<file path="src/rtl/reloc_pkg.sv">
// Shared types for the relocation guard.
// Assumes: single clock domain, frames are power-of-two aligned blocks.
package reloc_pkg;

    // Which frame register a configuration write targets.
    typedef enum logic {
        SEL_BASE  = 1'b0,
        SEL_LIMIT = 1'b1
    } frame_sel_e;

    // Outcome of one range check.
    typedef struct packed {
        logic grant;
        logic fault;
    } verdict_t;

endpackage

</file>
<file path="src/rtl/reloc_frames.sv">
// Holds the base and limit frame numbers.
// Assumes: writes come from a supervisor between programs; one register per write.
module reloc_frames #(
    parameter int FRAME_W = 18
) (
    input  logic                clk,
    input  logic                rst_n,
    input  logic                we,
    input  reloc_pkg::frame_sel_e sel,
    input  logic [FRAME_W-1:0]  wdata,
    output logic [FRAME_W-1:0]  base_o,
    output logic [FRAME_W-1:0]  limit_o
);
    localparam int NUM_REGS = 2;

    logic [FRAME_W-1:0] frame_q [NUM_REGS];

    for (genvar gi = 0; gi < NUM_REGS; gi++) begin : g_frame
        // Load one frame register when it is selected, clear on reset.
        always_ff @(posedge clk) begin
            if (!rst_n) begin
                frame_q[gi] <= '0;
            end else if (we && (int'(sel) == gi)) begin
                frame_q[gi] <= wdata;
            end
        end
    end

    assign base_o  = frame_q[int'(reloc_pkg::SEL_BASE)];
    assign limit_o = frame_q[int'(reloc_pkg::SEL_LIMIT)];
endmodule

</file>
<file path="src/rtl/reloc_calc.sv">
// Forms the absolute address and judges it against the limit, combinationally.
// Assumes: relative address is unsigned; carry out of the sum counts as out of range.
module reloc_calc #(
    parameter int FRAME_W  = 18,
    parameter int BLK_BITS = 4
) (
    input  logic [FRAME_W+BLK_BITS-1:0] rel_i,
    input  logic [FRAME_W-1:0]          base_i,
    input  logic [FRAME_W-1:0]          limit_i,
    output logic [FRAME_W+BLK_BITS-1:0] abs_o,
    output reloc_pkg::verdict_t         verdict_o
);
    localparam int ADDR_W = FRAME_W + BLK_BITS;

    logic [ADDR_W:0]   sum_w;
    logic [ADDR_W-1:0] limit_addr;
    logic              out_of_range;

    // One add with a carry bit, one unsigned compare.
    always_comb begin
        sum_w        = {1'b0, rel_i} + {1'b0, base_i, {BLK_BITS{1'b0}}};
        limit_addr   = {limit_i, {BLK_BITS{1'b0}}};
        out_of_range = sum_w[ADDR_W] || (sum_w[ADDR_W-1:0] >= limit_addr);
        abs_o        = sum_w[ADDR_W-1:0];
        verdict_o.grant = !out_of_range;
        verdict_o.fault = out_of_range;
    end
endmodule

</file>
<file path="src/rtl/reloc_result.sv">
// Registers the verdict and absolute address; keeps the sticky fault flag.
// Assumes: clear loses to a fault arriving on the same edge.
module reloc_result #(
    parameter int ADDR_W = 22
) (
    input  logic                clk,
    input  logic                rst_n,
    input  logic                req_valid,
    input  logic [ADDR_W-1:0]   abs_i,
    input  reloc_pkg::verdict_t verdict_i,
    input  logic                fault_clr,
    output logic                rsp_valid,
    output logic [ADDR_W-1:0]   rsp_addr,
    output logic                rsp_grant,
    output logic                rsp_fault,
    output logic                fault_sticky
);
    // Capture one verdict per request; outputs idle low between requests.
    always_ff @(posedge clk) begin
        if (!rst_n) begin
            rsp_valid <= 1'b0;
            rsp_addr  <= '0;
            rsp_grant <= 1'b0;
            rsp_fault <= 1'b0;
        end else begin
            rsp_valid <= req_valid;
            rsp_grant <= req_valid && verdict_i.grant;
            rsp_fault <= req_valid && verdict_i.fault;
            if (req_valid) begin
                rsp_addr <= abs_i;
            end
        end
    end

    // Sticky flag: set by any refusal, dropped only by an explicit clear.
    always_ff @(posedge clk) begin
        if (!rst_n) begin
            fault_sticky <= 1'b0;
        end else begin
            fault_sticky <= (fault_sticky && !fault_clr) || (req_valid && verdict_i.fault);
        end
    end
endmodule

</file>
<file path="src/rtl/reloc_guard.sv">
// Top: relocates program-relative addresses and enforces a base/limit window.
// Assumes: frame registers are loaded before requests of the program they guard.
module reloc_guard #(
    parameter int FRAME_W  = 18,
    parameter int BLK_BITS = 4
) (
    input  logic                        clk,
    input  logic                        rst_n,
    input  logic                        cfg_we,
    input  logic                        cfg_sel,
    input  logic [FRAME_W-1:0]          cfg_data,
    input  logic                        req_valid,
    input  logic [FRAME_W+BLK_BITS-1:0] req_addr,
    input  logic                        fault_clr,
    output logic                        rsp_valid,
    output logic [FRAME_W+BLK_BITS-1:0] rsp_addr,
    output logic                        rsp_grant,
    output logic                        rsp_fault,
    output logic                        fault_sticky
);
    localparam int ADDR_W = FRAME_W + BLK_BITS;

    logic [FRAME_W-1:0]  base_w;
    logic [FRAME_W-1:0]  limit_w;
    logic [ADDR_W-1:0]   abs_w;
    reloc_pkg::verdict_t verdict_w;
    reloc_pkg::frame_sel_e sel_w;

    assign sel_w = reloc_pkg::frame_sel_e'(cfg_sel);

    reloc_frames #(.FRAME_W(FRAME_W)) u_frames (
        .clk     (clk),
        .rst_n   (rst_n),
        .we      (cfg_we),
        .sel     (sel_w),
        .wdata   (cfg_data),
        .base_o  (base_w),
        .limit_o (limit_w)
    );

    reloc_calc #(.FRAME_W(FRAME_W), .BLK_BITS(BLK_BITS)) u_calc (
        .rel_i     (req_addr),
        .base_i    (base_w),
        .limit_i   (limit_w),
        .abs_o     (abs_w),
        .verdict_o (verdict_w)
    );

    reloc_result #(.ADDR_W(ADDR_W)) u_result (
        .clk          (clk),
        .rst_n        (rst_n),
        .req_valid    (req_valid),
        .abs_i        (abs_w),
        .verdict_i    (verdict_w),
        .fault_clr    (fault_clr),
        .rsp_valid    (rsp_valid),
        .rsp_addr     (rsp_addr),
        .rsp_grant    (rsp_grant),
        .rsp_fault    (rsp_fault),
        .fault_sticky (fault_sticky)
    );
endmodule

</file>
<file path="config.mk">
export PLATFORM = sky130hd
export DESIGN_NAME = reloc_guard
export DESIGN_NICKNAME = d
export VERILOG_FILES = /design/src/rtl/reloc_pkg.sv /design/src/rtl/reloc_frames.sv /design/src/rtl/reloc_calc.sv /design/src/rtl/reloc_result.sv /design/src/rtl/reloc_guard.sv
export SDC_FILE = /design/constraint.sdc
export NUM_CORES = 1
export LEC_CHECK = 0
export ABC_AREA = 1
export BUFFER_PORTS_ARGS = -buffer_cell sky130_fd_sc_hd__buf_2
export CAP_MARGIN = 10
export CORE_MARGIN = 5
export CORE_UTILIZATION = 45
export DETAILED_ROUTE_END_ITERATION = 7
export PLACE_DENSITY_LB_ADDON = 0.1
export SLEW_MARGIN = 20
export SYNTH_ARGS = -nofsm -noshare
export SYNTH_HDL_FRONTEND = slang
export SYNTH_SLANG_ARGS = --single-unit
</file>
<file path="constraint.sdc">
create_clock -name clk -period 3.2 [get_ports clk]
set_clock_uncertainty 0.05 [all_clocks]
set_input_delay 0.64 -clock clk [delete_from_list [all_inputs] [get_ports clk]]
set_output_delay 0.64 -clock clk [all_outputs]
set_load 0.005 [all_outputs]
</file>
# --- Word level (Yosys, flattened, before mapping) ---
# Memories as Yosys holds them, arrays and structs flattened.
# Index checks and enable logic that the tools add are counted.
word_totals:
  inputBits: 46
  n_memories: 1
  word_cells: 29
  output_inout_bits: 26
  ram_bits: 36
  ff_bits: 26
mem_list:
  columns: ["name", "words", "word_bits", "rd", "rd_clocked_by_memory_dff", "write_ports", "line_no", "text"]
  rows:
  - ["u_frames.frame_q", 2, 18, 2, 0, 2, "reloc_frames.sv:16", "logic [FRAME_W-1:0] frame_q [NUM_REGS];"]
op_classes:
  bitwise_logic: 3
  n_mux: 9
  order_cmp: 1
  reduce_logical: 9
  add_sub_neg: 1
ops:
  columns: ["operator", "n"]
  rows:
  - ["18-bit two-way mux", 2]
  - ["22-bit by 22-bit adder with 23-bit output", 1]
  - ["22-bit greater-or-equal comparator", 1]
  - ["1-bit two-way mux", 7]
  - ["1-bit logical AND", 5]
  - ["1-bit logical NOT", 2]
  - ["1-bit logical OR", 2]
  - ["1-bit OR", 2]
  - ["1-bit NOT", 1]

# --- Logic depth before layout (Yosys ltp) ---
logic_depth:
  depth_word: 6
  ltp_mapped: 21
  mapped_depth_nobuf: 21

# --- Hierarchy ---
# Synthesis repeated with hierarchy kept, for this count alone.
hier_totals:
  hier_cells: 570
  area_unflattened_um2: 4117.7
by_module_without_submodules:
  columns: ["module", "cells_each", "seq_area_each_um2", "area_each_um2", "instances"]
  rows:
  - ["reloc_calc", 320, 0.0, 1729.2, 1]
  - ["reloc_frames", 98, 1081.0, 1340.0, 1]
  - ["reloc_result", 152, 520.5, 1048.5, 1]

# --- Worst setup path before layout ---
# No wires, ideal clock.
synth_timing:
  path_kind: "input -> register"
  start: "input port req_addr[4]"
  end: "register u_result.fault_sticky"
  n_path_buf: 0
  setup_time_ps: 113
  required_ps: 3037
  path_slack_ps: 266
  t_arrival_ps: 2770
  cell_stages: 19
  path_cell_list: "ha_1 > inv_1 > fa_1 > inv_1 > nand3_1 > nand2_2 > nand3_1 > a21oi_1 > o21ai_0 > and2_1 > ha_1 > nand2_1 > o21ai_0 > nand2_1 > nand3_1 > nor2_1 > nand3_2 > nand2_2 > nand2_1"
synth_via:
  elab_chain_cells: 5
synth_rtl:
  columns: ["element", "line_no", "text"]
  rows:
  - ["start, declared", "reloc_guard.sv:13", "input logic [FRAME_W+BLK_BITS-1:0] req_addr,"]
  - ["22-bit by 22-bit adder with 23-bit output", "reloc_calc.sv:21", "sum_w = {1'b0, rel_i} + {1'b0, base_i, {BLK_BITS{1'b0}}};"]
  - ["via abs_w[16]", "reloc_guard.sv:25", "logic [ADDR_W-1:0] abs_w;"]
  - ["22-bit greater-or-equal comparator", "reloc_calc.sv:23", "out_of_range = sum_w[ADDR_W] || (sum_w[ADDR_W-1:0] >= limit_addr);"]
  - ["1-bit logical OR", "reloc_calc.sv:23", null]
  - ["1-bit logical AND", "reloc_result.sv:40", "fault_sticky <= (fault_sticky && !fault_clr) || (req_valid && verdict_i.fault);"]
  - ["1-bit logical OR", "reloc_result.sv:40", null]
  - ["end signal, assigned", "reloc_result.sv:40", null]
  - ["end, declared", "reloc_result.sv:16", "output logic fault_sticky"]
# The timed path passes the listed nets, and every way through them passes these cells.
# A chain may end at the register's enable or synchronous reset.

# --- Worst setup path in the final report ---
layout_timing:
  start: "input port req_addr[8]"
  end: "register u_result.fault_sticky"
# The elaborated chain is that of the path after synthesis.

==> impl_table.tex <==
\begin{tabular}{lr}
\hline
Metric & Value \\
\hline
\multicolumn{2}{l}{\textbf{Status}} \\
\quad Result of the run & completed \\
\multicolumn{2}{l}{\textbf{Logic synthesis}} \\
\quad Post-Synthesis Cells & 493 \\
\quad Register bit count reported by yosys & 62 \\
\quad FFs w/ async S/R, synth & 0\% \\
\quad Syn. warnings & 0 \\
\quad Most numerous cell types in the synthesized netlist & 94 x sky130\_fd\_sc\_hd\_\_nand2\_1, 87 x sky130\_fd\_sc\_hd\_\_inv\_1, 84 x sky130\_fd\_sc\_hd\_\_nor2\_1, 36 x sky130\_fd\_sc\_hd\_\_edfxtp\_1, 36 x sky130\_fd\_sc\_hd\_\_ha\_1 \\
\quad Leading post-synthesis cells by cell area & sky130\_fd\_sc\_hd\_\_edfxtp\_1 29\%, sky130\_fd\_sc\_hd\_\_dfxtp\_1 14\%, sky130\_fd\_sc\_hd\_\_ha\_1 12\% \\
\quad Top cell type's share of synthesized area & 28.53\% \\
\quad Library cell with the highest instance count after synthesis & sky130\_fd\_sc\_hd\_\_nand2\_1 \\
\quad Per-instance average area after synthesis & approximately 7.7 um2 \\
\quad Most frequently used flop master after synthesis & sky130\_fd\_sc\_hd\_\_edfxtp\_1 \\
\quad Netlist Area Pre-Place & 3789 um2 \\
\quad Syn\_nets & around 580 \\
\quad Number of flops mapped to enable cells by yosys & 36 \\
\quad Portion of the post-synthesis area used by sequential elements & 42.27\% \\
\quad Post-synth top area cell & sky130\_fd\_sc\_hd\_\_edfxtp\_1 \\
\quad Number of distinct library cell variants in the gate-level netlist after synthesis & 29 \\
\multicolumn{2}{l}{\textbf{Critical path}} \\
\quad Worst setup path class & input port to register \\
\quad Biggest fanout along the worst timing path & 4 \\
\quad Critical R2R Capture & u\_result.fault\_sticky \\
\quad WP data required & 3380 ps \\
\quad Critical Path Start Type & input port \\
\quad Kind of capture point of the worst setup path & register \\
\quad Reg2reg start & u\_frames.frame\_q[0][4] \\
\quad Setup slack of the worst register-to-register path & 430 ps \\
\quad R2R cell count & 17 \\
\quad Arrival time reported for the critical path endpoint & roughly 3000 ps \\
\multicolumn{2}{l}{\textbf{Layout}} \\
\quad Layout filler cell count & slightly above 800 \\
\quad Fraction of layout instances using a drive strength above 1 & 19.97\% \\
\quad Diode count & 0 \\
\quad Area of combinational cells with multiple inputs & 1813 um2 \\
\quad Nets@finish & 659 \\
\quad Area grow syn2layout & 18.76\% \\
\quad Sequential cell area & 1602 um2 \\
\quad Final non-filler cell area & approximately 4500 um2 \\
\multicolumn{2}{l}{\textbf{Global route}} \\
\quad Pin count of the biggest net entering global routing & 27 \\
\quad First-pass GRT wire length & $\sim$15000 um \\
\quad Vias in the first global route & 3143 \\
\quad Aggregate global-route resource usage & 18.94\% \\
\quad Number of antenna violations at the first check in global routing & 0 \\
\quad Leftover overflow at the end of global routing & 0 \\
\multicolumn{2}{l}{\textbf{Detailed routing}} \\
\quad DRT Wirelength & just over 9000 um \\
\quad Violation count after the first detailed-route iteration & 152 \\
\quad Number of vias per cell & between 4 and 5 \\
\quad Remaining DRCs & 0 \\
\quad Number of iterations in the first detailed-routing pass & 4 \\
\quad Via count & 3234 \\
\quad Wire length per cell after detailed routing & 13.38 um \\
\quad Post-route ant nets & 0 \\
\multicolumn{2}{l}{\textbf{Timing}} \\
\quad Final number of hold-violating endpoints & 0 \\
\quad Setup TNS & 0 ps \\
\quad Maximum clock rate & 356.3 MHz \\
\quad Unrepaired setup endpoints after global routing & no \\
\quad Fin Hold WS & $\sim$430 ps \\
\quad Transition time at the pin with the least slew margin & 479.7 ps \\
\quad Worst max-slew margin expressed relative to the limit & 67.99\% \\
\quad Finish-stage setup viols & 0 \\
\quad Slew Viols, Final & 0 \\
\quad Fin crit period & about 2800 ps \\
\quad Period Utilization, post-route & just under 90\% \\
\multicolumn{2}{l}{\textbf{Clock tree}} \\
\quad Clock root buffer & sky130\_fd\_sc\_hd\_\_clkbuf\_8 \\
\quad Number of clock sinks & 62 \\
\quad CTS tree & done \\
\quad Buffer count from post-CTS setup fixing & 0 \\
\quad Reg clk slew, reported paths & about 70 ps \\
\quad Clock buffers created by TritonCTS & 9 \\
\quad Number of H-tree levels & 3 \\
\quad Maximum buffer depth of the clock tree & 2 \\
\quad Number of hold buffers added after CTS & 0 \\
\quad Number of cells upsized or downsized after cts & 0 \\
\quad Worst-skew pair later-pin latency & 340 ps \\
\multicolumn{2}{l}{\textbf{Floorplanning}} \\
\quad Top-level port count & 72 \\
\quad Placeable core area & slightly above 8000 um2 \\
\quad Number of placement rows & 33 \\
\quad Initial core utilization & 46.11\% \\
\quad Die W & 101.8 um \\
\quad Die area & 10350 um2 \\
\quad Die Span Y & about 100 um \\
\multicolumn{2}{l}{\textbf{Placement}} \\
\quad IO Port Bufs & 71 \\
\quad DPL Wire Length & 7120 um \\
\quad Cell area reported after detailed placement & $\sim$4300 um2 \\
\quad Placer congestion estimate & 0.9049 \\
\multicolumn{2}{l}{\textbf{Flow run}} \\
\quad Maximum capacitance violations & 0 \\
\multicolumn{2}{l}{\textbf{Power}} \\
\quad Cell-internal power & 1.513 mW \\
\quad Switching fraction of total power & a little under a third \\
\quad Fraction of power consumed by combinational cells & 28.4\% \\
\quad Clock power share & between 20 and 30\% \\
\quad Ratio of total power to cell area & 493.2 nW/um2 \\
\quad Worst vdd ir & 0.2049 mV \\
\quad Sequential group share of total power & 42.5\% \\
\quad Switching component of the power & 0.7059 mW \\
\quad Cell leakage power & 2.443 nW \\
\multicolumn{2}{l}{\textbf{Min path}} \\
\quad Terminating pin of the worst hold path & u\_result.rsp\_addr[15] \\
\quad Cell depth of the worst hold path & 2 \\
\quad Min-delay worst type & register to register \\
\quad Min-Delay Startpoint & u\_result.rsp\_addr[15] \\
\hline
\end{tabular}
==> routing by layer <==
| layer | routed length, um | GRT usage (%) | up-vias |
|---|---|---|---|
| met5 | 0 | 0 | - |
| met4 | 113 | 5.828 | 0 |
| met3 | 568 | 3.650 | 10 |
| met2 | 3824 | 29.07 | 73 |
| met1 | 4677 | 27.02 | 1435 |
| li1 | - | - | 1716 |
==> worst max path at each step <==
stage | end | cells after the start | slack [ps] | from
global route | u_result.fault_sticky | 19 | 140 | u_frames.frame_q[0][0]
floorplan | u_result.fault_sticky | 19 | 270 | req_addr[4]
global placement | u_result.fault_sticky | 20 | 60 | req_addr[4]
finish | u_result.fault_sticky | 18 | 390 | req_addr[8]
detailed placement | u_result.fault_sticky | 20 | 40 | req_addr[4]
CTS | u_result.fault_sticky | 20 | 400 | req_addr[4]
==> cell type report <==
class / instances / share of cell area (%)
Clock buffer: 12 / 3.699
Clock inverter: 4 / 0.4171
Inverter: 90 / 7.508
Multi-Input combinational cell: 332 / 40.29
Sequential cell: 62 / 35.60
Tap cell: 105 / 2.920
Timing Repair Buffer: 81 / 9.566
==> cells by family (layout without fill, tap and decap cells) <==
group | count (synthesis) | count (layout) | synth area share (%)
buffers and inverters | 99 | 187 | 9.875
DFF | 62 | 62 | 42.27
adders and majority gates | 37 | 37 | 12.42
AOI/OAI and AO/OA | 49 | 49 | 6.738
and+or+nand+nor | 239 | 239 | 27.08
xor gates and xnor gates | 7 | 7 | 1.618
==> power by group through the flow <==
| stage | Clock (mW) | Combinational (mW) | Sequential [mW] |
|---|---|---|---|
| 4_1_cts | 0.668 | 0.632 | 0.944 |
| 6_report | 0.646 | 0.630 | 0.944 |
| 3_3_place_gp | 0 | 0.615 | 0.959 |
| 5_1_grt | 0.703 | 0.726 | 0.952 |
| 2_1_floorplan | 0 | 0.421 | 0.961 |
| 3_5_place_dp | 0 | 0.628 | 0.962 |
==> worst max-delay path: stages <==
cell,delay (ps)
sky130_fd_sc_hd__buf_2,100
sky130_fd_sc_hd__ha_1,370
sky130_fd_sc_hd__a21oi_2,210
sky130_fd_sc_hd__nor2_1,60
sky130_fd_sc_hd__nor2_1,80
sky130_fd_sc_hd__nand2_1,110
sky130_fd_sc_hd__a21oi_1,180
sky130_fd_sc_hd__nand2_1,90
sky130_fd_sc_hd__and2_1,160
sky130_fd_sc_hd__ha_1,280
sky130_fd_sc_hd__a21oi_1,160
sky130_fd_sc_hd__o21ai_0,90
sky130_fd_sc_hd__nand2_1,60
sky130_fd_sc_hd__nand3_1,60
sky130_fd_sc_hd__nor2_1,110
sky130_fd_sc_hd__nand3_2,100
sky130_fd_sc_hd__nand2_2,80
sky130_fd_sc_hd__nand2_1,50
==> sequential cells by signal, summed over array words and instances, names as in the netlist <==
register / flops
u_result.rsp_valid: 1
u_frames.frame_q: 36
u_result.rsp_grant: 1
u_result.fault_sticky: 1
u_result.rsp_fault: 1
u_result.rsp_addr: 22
==> per-stage QoR <==
step | util (%) | cells | power, mW | setup slack, ps
after global placement | 52.50 | 670 | 1.574 | 56.26
after floorplan | - | 493 | 1.382 | 266.5
after detailed placement | 52.50 | 670 | 1.590 | 44.20
after CTS | 54.76 | 686 | 2.245 | 395.9
final | 54.76 | 686 | 2.219 | 393.1
after global routing | 54.76 | 686 | 2.382 | 142.4
==> placed cells by master, fill, tap and decap left out, drive strengths merged, types with 22 or more instances in the layout <==
cell,instances
nand3,30
edfxtp,36
ha,36
buf,81
a21oi,26
o21ai,22
dfxtp,26
nand2,106
nor2,86
inv,91
(Power assumes the default switching activity.)
